**config.mk**
```make
export PLATFORM = sky130hd
export DESIGN_NAME = limit_timer
export DESIGN_NICKNAME = d
export VERILOG_FILES = /design/src/rtl/limit_timer_pkg.sv /design/src/rtl/lt_prescaler.sv /design/src/rtl/lt_count_core.sv /design/src/rtl/lt_postscaler.sv /design/src/rtl/limit_timer.sv
export SDC_FILE = /design/constraint.sdc
export NUM_CORES = 1
export LEC_CHECK = 0
export ABC_CLOCK_PERIOD_IN_PS = 2600
export BUFFER_PORTS_ARGS = -buffer_cell sky130_fd_sc_hd__buf_2
export CAP_MARGIN = 20
export CORE_MARGIN = 4
export CORE_UTILIZATION = 45
export CTS_BUF_LIST = sky130_fd_sc_hd__clkbuf_8
export CTS_CLUSTER_SIZE = 20
export DETAILED_ROUTE_END_ITERATION = 6
export PLACE_DENSITY_LB_ADDON = 0.15
export SYNTH_ARGS = -nofsm -noshare
export SYNTH_HDL_FRONTEND = slang
export SYNTH_SLANG_ARGS = --single-unit
```
**constraint.sdc**
```tcl
create_clock -name clk -period 2.6 [get_ports clk]
set_input_delay 0.26 -clock clk [delete_from_list [all_inputs] [get_ports clk]]
set_output_delay 0.26 -clock clk [all_outputs]
set_load 0.02 [all_outputs]
```
**src/rtl/limit_timer_pkg.sv**
```systemverilog
package limit_timer_pkg;
  typedef enum logic [1:0] {
    A_CNT = 2'd0,
    A_PER = 2'd1,
    A_CTL = 2'd2,
    A_STS = 2'd3
  } lt_addr_e;
endpackage

```
**src/rtl/lt_prescaler.sv**
```systemverilog
module lt_prescaler #(
  parameter int SEL_W = 2,
  localparam int PS_W = 2 * ((1 << SEL_W) - 1)
) (
  input  logic             clk,
  input  logic             rst_n,
  input  logic             run,
  input  logic             tick,
  input  logic [SEL_W-1:0] sel,
  input  logic             restart,
  output logic             adv
);
  // terminal count of the prescaler: ratio 4^sel minus one
  function automatic logic [PS_W-1:0] lim_of(input logic [SEL_W-1:0] s);
    lim_of = PS_W'((32'd1 << (2 * s)) - 32'd1);
  endfunction

  logic [PS_W-1:0] pcnt;
  logic [PS_W-1:0] lim;
  logic            at_lim;

  assign lim    = lim_of(sel);
  assign at_lim = (pcnt == lim);
  assign adv    = run && tick && at_lim && !restart;

  always_ff @(posedge clk) begin
    if (!rst_n || restart)   pcnt <= '0;
    else if (run && tick)    pcnt <= at_lim ? '0 : pcnt + 1'b1;
  end

  // prescaler count never passes its limit after a restart
  assert_psc_range_R2: assert property (@(posedge clk) disable iff (!rst_n)
    (restart) |=> (pcnt <= lim_of($past(sel)) || sel != $past(sel)));
  // frozen prescaler while not running
  assert_psc_hold_R10: assert property (@(posedge clk) disable iff (!rst_n)
    (!run && !restart) |=> $stable(pcnt));
endmodule

```
**src/rtl/lt_count_core.sv**
```systemverilog
module lt_count_core #(
  parameter int CNT_W = 8
) (
  input  logic             clk,
  input  logic             rst_n,
  input  logic             adv,
  input  logic             load,
  input  logic [CNT_W-1:0] load_val,
  input  logic             ext_rst,
  input  logic [CNT_W-1:0] period,
  output logic [CNT_W-1:0] cnt,
  output logic             hit
);
  logic pend_q;
  logic zap;

  assign hit = (cnt == period);
  assign zap = hit || pend_q || ext_rst;

  always_ff @(posedge clk) begin
    if (!rst_n) begin
      cnt    <= '0;
      pend_q <= 1'b0;
    end else if (load) begin
      cnt    <= load_val;
      pend_q <= 1'b0;
    end else begin
      if (adv) cnt <= zap ? '0 : cnt + 1'b1;
      if (adv)          pend_q <= 1'b0;
      else if (ext_rst) pend_q <= 1'b1;
    end
  end

  assert_clear_after_match_R4: assert property (@(posedge clk) disable iff (!rst_n)
    (adv && hit && !load) |=> (cnt == '0));
  assert_step_R2: assert property (@(posedge clk) disable iff (!rst_n)
    (adv && !zap && !load) |=> (cnt == CNT_W'($past(cnt) + 1'b1)));
  assert_idle_hold_R10: assert property (@(posedge clk) disable iff (!rst_n)
    (!adv && !load) |=> $stable(cnt));
  assert_write_wins_R9: assert property (@(posedge clk) disable iff (!rst_n)
    (load && ext_rst) |=> (cnt == $past(load_val) && !pend_q));
endmodule

```
**src/rtl/lt_postscaler.sv**
```systemverilog
module lt_postscaler #(
  parameter int POST_W = 4
) (
  input  logic              clk,
  input  logic              rst_n,
  input  logic              ev,
  input  logic [POST_W-1:0] lim,
  input  logic              restart,
  input  logic              clr,
  output logic              flag
);
  logic [POST_W-1:0] pcnt;
  logic              fire;

  assign fire = ev && (pcnt == lim);

  always_ff @(posedge clk) begin
    if (!rst_n || restart) pcnt <= '0;
    else if (ev)           pcnt <= fire ? '0 : pcnt + 1'b1;
  end

  always_ff @(posedge clk) begin
    if (!rst_n)    flag <= 1'b0;
    else if (fire) flag <= 1'b1;
    else if (clr)  flag <= 1'b0;
  end

  assert_flag_sticky_R6: assert property (@(posedge clk) disable iff (!rst_n)
    (flag && !clr) |=> flag);
  assert_flag_source_R5: assert property (@(posedge clk) disable iff (!rst_n)
    (!flag && !ev) |=> !flag);
endmodule

```
**src/rtl/limit_timer.sv**
```systemverilog
module limit_timer
  import limit_timer_pkg::*;
#(
  parameter int CNT_W  = 8,
  parameter int SEL_W  = 2,
  parameter int POST_W = 4
) (
  input  logic             clk,
  input  logic             rst_n,
  input  logic             tick_en,
  input  logic             hold,
  input  logic             ext_rst,
  input  logic             wr_en,
  input  logic [1:0]       wr_addr,
  input  logic [CNT_W-1:0] wr_data,
  input  logic [1:0]       rd_addr,
  output logic [CNT_W-1:0] rd_data,
  input  logic             flag_clr,
  output logic             shdn_o,
  output logic             irq_o
);
  localparam int RUN_B = CNT_W - 1;
  localparam int SEL_L = RUN_B - SEL_W;

  logic              on_q;
  logic [SEL_W-1:0]  sel_q;
  logic [POST_W-1:0] post_q;
  logic [CNT_W-1:0]  per_q;
  logic [CNT_W-1:0]  cnt;
  logic              hit, adv, run;
  logic              wr_cnt, wr_ctl, wr_per, wr_sts;
  logic              restart, flag_wipe, flag;

  assign wr_cnt    = wr_en && (wr_addr == A_CNT);
  assign wr_per    = wr_en && (wr_addr == A_PER);
  assign wr_ctl    = wr_en && (wr_addr == A_CTL);
  assign wr_sts    = wr_en && (wr_addr == A_STS);
  assign restart   = wr_cnt || wr_ctl;
  assign run       = on_q && !hold;
  assign flag_wipe = flag_clr || (wr_sts && !wr_data[0]);

  always_ff @(posedge clk) begin
    if (!rst_n) begin
      on_q   <= 1'b0;
      sel_q  <= '0;
      post_q <= '0;
      per_q  <= '1;
    end else begin
      if (wr_ctl) begin
        on_q   <= wr_data[RUN_B];
        sel_q  <= wr_data[RUN_B-1:SEL_L];
        post_q <= wr_data[POST_W-1:0];
      end
      if (wr_per) per_q <= wr_data;
    end
  end

  lt_prescaler #(.SEL_W(SEL_W)) u_psc (
    .clk(clk), .rst_n(rst_n), .run(run), .tick(tick_en),
    .sel(sel_q), .restart(restart), .adv(adv)
  );

  lt_count_core #(.CNT_W(CNT_W)) u_core (
    .clk(clk), .rst_n(rst_n), .adv(adv), .load(wr_cnt), .load_val(wr_data),
    .ext_rst(ext_rst), .period(per_q), .cnt(cnt), .hit(hit)
  );

  lt_postscaler #(.POST_W(POST_W)) u_post (
    .clk(clk), .rst_n(rst_n), .ev(adv && hit), .lim(post_q),
    .restart(restart), .clr(flag_wipe), .flag(flag)
  );

  assign shdn_o = on_q && hit;
  assign irq_o  = flag;

  always_comb begin
    case (rd_addr)
      A_CNT:   rd_data = cnt;
      A_PER:   rd_data = per_q;
      A_CTL:   rd_data = CNT_W'({on_q, sel_q, 1'b0, post_q});
      default: rd_data = CNT_W'(flag);
    endcase
  end

  assert_off_quiet_R11: assert property (@(posedge clk) disable iff (!rst_n)
    (!on_q && !wr_cnt) |=> ($stable(cnt) || on_q));
  assert_hold_freeze_R10: assert property (@(posedge clk) disable iff (!rst_n)
    (hold && !wr_cnt) |=> $stable(cnt));
endmodule

```
-- Yosys cells after proc, flatten, opt, wreduce, memory -nomap -nowiden
Cells that the tools add are included.
- bitwise operators: 1
- order comparisons: 0
- muxes and demuxes: 8
- divide/modulo/power cells: 0
- $mul: 0
- reduce and logical (&&, ||, !) cells: 26
- add/sub/neg operators: 4
- shifts and indexed selects: 1
- equality and inequality tests: 8
- operator list (kind ; number):
    $mux 8 ; 3
    $pmux 8 s3 ; 1
    $logic_and 1x1->1 ; 12
    $add 8x1->8 const B ; 1
    $eq 8x8->1 ; 1
    $add 6x1->6 const B ; 1
    $eq 2x2->1 const B ; 3
    $eq 6x6->1 ; 1
    $mux 6 ; 1
    $shl 1x3->6 const A ; 1
    $sub 6x1->6 const B ; 1
    $logic_or 1x1->1 ; 5
    $add 4x1->4 const B ; 1
    $eq 2x1->1 const B ; 2
    $eq 4x4->1 ; 1
    $logic_not 1->1 ; 4
    $logic_not 2->1 ; 2
    $mux 4 ; 1
    $reduce_bool 2->1 ; 2
    $reduce_or 3->1 ; 1
    $mux 1 ; 2
    $not 1->1 ; 1
- memories: 0
- output and inout bits: 10
- bits in latches: 0
- ROM bits: 0
- word-level logic and storage cells: 57
- input port bits: 19
- bits in writable memories: 0
- register bits after elaboration: 35

-- Logic depth before layout (Yosys ltp)
- depth after elaboration: 8
- gate-level depth with buffers: 6
- depth with buffers taken out: 6

-- Modules after synthesis
Synthesis repeated with hierarchy kept, for this count alone.
- cells, all modules: 231
- area, all modules: 2095.8 um2
- modules (own cells, without submodules) (module ; times used ; area an instance (um2) ; cells an instance ; seq. area each (um2)):
    limit_timer ; 1 ; 854.6 ; 94 ; 300.3
    lt_count_core ; 1 ; 581.8 ; 66 ; 180.2
    lt_prescaler ; 1 ; 351.6 ; 39 ; 120.1
    lt_postscaler ; 1 ; 307.8 ; 32 ; 100.1

-- Worst setup path before layout
OpenSTA, ideal clock, no wires.
- kind: register -> register
- start: register sel_q[1]
- end: register u_post.pcnt[3]
- required time: 2474 ps
- stages on the path, launching flop included: 7
- arrival: 1682 ps
- clock period less this slack: 1808 ps
- path buffers: 1
- setup time: 126 ps
- slack: 792 ps
- path through: dfxtp_1 or4_4 a211oi_2 o21ai_2 buf_2 a211oi_1 o22ai_1
- word-level cells in the longest chain between the ends: 8
- ends and longest elaborated chain (what ; line ; text):
    from (decl) ; limit_timer.sv:26 ; logic [SEL_W-1:0] sel_q;
    from (signal assigned) ; limit_timer.sv:51 ; sel_q <= wr_data[RUN_B-1:SEL_L];
    $shl 1x3->6 (*) ; lt_prescaler.sv:15 ; lim_of = PS_W'((32'd1 << (2 * s)) - 32'd1);
    $sub 6x1->6 (*) ; lt_prescaler.sv:15 ;
    $eq 6x6->1 (*) ; lt_prescaler.sv:23 ; assign at_lim = (pcnt == lim);
    $logic_and 1x1->1 (*) (2 in a row) ; lt_prescaler.sv:24 ; assign adv = run && tick && at_lim && !restart;
    $logic_and 1x1->1 (*) ; limit_timer.sv:69 ; .clk(clk), .rst_n(rst_n), .ev(adv && hit), .lim(post_q),
    $logic_and 1x1->1 ; lt_postscaler.sv:15 ; assign fire = ev && (pcnt == lim);
    $mux 4 ; lt_postscaler.sv:19 ; else if (ev) pcnt <= fire ? '0 : pcnt + 1'b1;
    to (signal assigned) ; lt_postscaler.sv:19 ;
    to (decl) ; lt_postscaler.sv:12 ; logic [POST_W-1:0] pcnt;
Mark *: on every way between the ends. The rest lies on a longest branch, timed or not.
A chain may end at the register's enable or synchronous reset.

-- Worst setup path in the final report
- start: register u_core.cnt[2]
- end: output shdn_o
- word-level cells in the longest chain between the ends: 2
- ends and longest elaborated chain (what ; line ; text):
    from (decl) ; lt_count_core.sv:11 ; output logic [CNT_W-1:0] cnt,
    from (signal assigned) ; lt_count_core.sv:25 ; cnt <= load_val;
    from (signal assigned) ; lt_count_core.sv:28 ; if (adv) cnt <= zap ? '0 : cnt + 1'b1;
    $eq 8x8->1 ; lt_count_core.sv:17 ; assign hit = (cnt == period);
    $logic_and 1x1->1 ; limit_timer.sv:73 ; assign shdn_o = on_q && hit;
    to (decl) ; limit_timer.sv:19 ; output logic shdn_o,
Every way passes these cells.

==> flow_metrics.py <==
metrics = {
    "status": {
        "status": "completed",
    },
    "cells_and_area": {
        "drive_gt1_share_pct": 16.37,
        "final_common_cell": "nand2_1",
        "syn_to_final_growth_pct": 13.06,
        "final_cell_mix": "nand2_1 (43), dfxtp_1 (35), buf_2 (28), nand3_1 (27), a21oi_1 (17)",
        "finish.instance_area_mm2": 0.002275,
        "antennaDiodeCount": 0,
        "n_fill_cell": 443,
        "finalNetCount": 302,
        "utilization_pct": 52.24,
    },
    "cts": {
        "cts_buffer_depth": 2,
        "ctsResizeCount": 0,
        "insertion_delay_ns": 0.29,
        "cts_setup_buffers": 0,
        "clock_sinks": 35,
        "root_buffer": "clkbuf_8",
        "cts_hold_buf": 0,
        "path_clk_slew_ns": 0.07,
        "htreeDepth": 2,
        "numCtsBuffers": 5,
        "cts_tree": "done",
    },
    "place": {
        "hpwl_mm": 4.076,
        "dpl_cell_area_mm2": 0.002193,
        "io_buffer_count": 28,
        "place.gp.congestion": 0.8632,
    },
    "setup_path": {
        "cp-end-kind": "output port",
        "crit_fanout": 9,
        "critical_path_class": "flip-flop to output port",
        "required_ns": 2.34,
        "crit_arrival_ns": 1.97,
        "cp-start-kind": "flip-flop",
    },
    "global_routing": {
        "overflow": 0,
        "grt_antenna_before_repair": 0,
        "grt_pass1_wl_mm": 8.300,
        "gr-usage-all-layers_pct": 19.87,
        "grt_pass1_vias": 1650,
        "grt_start_max_net_pins": 17,
    },
    "run": {
        "cap_viol_max_count": 0,
    },
    "power_and_ir_drop": {
        "power.leakage_nw": 0.9104,
        "peakVddDrop_mv": 0.2843,
        "power_frac_seq_pct": 51.9,
        "power_switching_mw": 0.3199,
        "p_sw_share_pct": 28.63,
        "internal-power_mw": 0.7973,
        "power_density_mw_per_mm2": 491.2,
        "power.total_mw": 1.117,
        "clkPwrFrac_pct": 33.5,
        "pwr-share-comb_pct": 14.7,
    },
    "drt": {
        "wl_per_cell_um": 16.03,
        "ant_nets": 0,
        "vias_per_cell": 5.733,
        "wl_mm": 5.339,
        "vias": 1909,
        "drc_errors": 0,
        "first_pass_iters": 5,
        "drt_iter0_drc": 109,
    },
    "yosys": {
        "yosysUniqueCellTypes": 45,
        "synth.yosys.warnings": 0,
        "synthCells": 252,
        "synth-main-ff-cell": "dfxtp_1",
        "syn_area_per_cell_um2": 7.984,
        "synth_edf_count": 0,
        "synth-seq-cells": 35,
        "yosysSeqAreaShare_pct": 34.83,
        "syn-cell-area_mm2": 0.002012,
        "async_reset_ff_share_pct": 0,
        "syn-num-nets": 274,
    },
    "timing": {
        "final-setup-viol-count": 0,
        "hold_viol": 0,
        "fin_crit_ns": 2.234,
        "clock_skew_ns": 0.007278,
        "worstMarginPinSlew_ns": 0.5930,
        "rsz0062_at_grt": "false",
        "fin_crit_sh_pct": 85.94,
        "finalSetupTns_ns": 0,
        "fmax_mhz": 447.5,
        "hold_slack_ns": 0.2079,
        "timing.max_slew.rel_slack_pct": 60.46,
        "maxSlewViolCount": 0,
    },
    "die": {
        "core_mm2": 0.004354,
        "die_area_mm2": 0.005605,
        "die_x_um": 74.87,
        "die_h_um": 74.87,
        "io_pins": 29,
        "rows": 24,
        "start_util_pct": 46.21,
    },
    "min_path": {
        "min_path_type": "input pin to flip-flop",
    },
}
[kinds of logic (layout without fill, tap and decap cells)]
family / after synthesis / after routing / share of synthesized area, %
xor gates and xnor gates: 18 / 18 / 7.836
AOI/OAI and AO/OA: 57 / 57 / 17.29
buffers and inverters: 14 / 43 / 3.047
muxes: 8 / 8 / 4.602
DFF: 35 / 35 / 34.83
and+or+nand+nor: 117 / 117 / 30.54
adders and majority gates: 3 / 3 / 1.866
[layer usage]
layer	up-vias	part of all wire (%)	track usage (%)
met5	-	0	0
met4	0	1.0	4.743
met3	6	5.9	4.406
met2	53	47	31.53
met1	890	46	27.49
li1	960	-	-
[area by class of cell]
cell class                 instances  area (um^2)  share of cell area, %
multi-input combinational        203         1250                  54.95
sequential                        35        700.7                  30.80
timing repair buffer              31        162.7                  7.151
clock buffer                       5        68.82                  3.025
tap                               52        65.06                  2.860
inverter                           4        15.01                 0.6601
clock inverter                     3        12.51                 0.5501
[critical path, stage by stage (launching register included)]
cell and delay (ns):
dfxtp_1 0.47, xor2_1 0.15, nor4_4 0.44, nand2_1 0.31, nor2_1 0.15, buf_2 0.18
[flip-flops by register name, summed over array words and instances, names as in the netlist]
register       cells
u_post.pcnt        4
post_q             4
u_core.pend_q      1
on_q               1
per_q              8
sel_q              2
u_core.cnt         8
u_post.flag        1
u_psc.pcnt         6
[cell usage after synthesis (3+ instances only)]
| master | instances | share of area [%] |
|---|---|---|
| nand3b_1 | 3 | 1.1 |
| o21ai_1 | 4 | 1.0 |
| a211oi_1 | 3 | 1.1 |
| nor2b_1 | 3 | 0.93 |
| nor3b_1 | 3 | 1.1 |
| xnor2_1 | 5 | 2.2 |
| xor2_1 | 13 | 5.7 |
| nand3_1 | 27 | 6.7 |
| dfxtp_1 | 35 | 35 |
| a31oi_1 | 6 | 1.9 |
| nand2_1 | 43 | 8.0 |
| o21ai_0 | 15 | 3.7 |
| clkbuf_1 | 8 | 1.5 |
| or3_1 | 4 | 1.2 |
| nor2_1 | 16 | 3.0 |
| a21oi_1 | 17 | 4.2 |
| mux2i_1 | 7 | 3.5 |
| ha_1 | 3 | 1.9 |
| inv_1 | 4 | 0.75 |
[power groups by stage]
stage	combinational, mW	clock (mW)	sequential, mW
finish	0.164	0.374	0.580
global route	0.180	0.406	0.582
CTS	0.165	0.381	0.579
detailed placement	0.164	0	0.592
global placement	0.162	0	0.591
floorplan	0.114	0	0.582
[worst paths after layout]
check / end / slack [ns] / from / depth (start not counted)
worst max-delay path: shdn_o / 0.37 / u_core.cnt[2] / 5
worst min-delay path: per_q[4] / 0.21 / wr_data[4] / 3
worst max register to register: u_post.pcnt[0] / 0.51 / sel_q[1] / 5
worst min register to register: per_q[0] / 0.50 / per_q[0] / 2
[through the flow]
step | worst slack, ns | cells
after floorplan | 0.7923 | 252
after global placement | 0.6210 | 325
after detailed placement | 0.5575 | 325
after CTS | 0.3576 | 333
after global routing | 0.1962 | 333
final | 0.3656 | 333
Note: power is estimated with default switching activity, not from simulation.
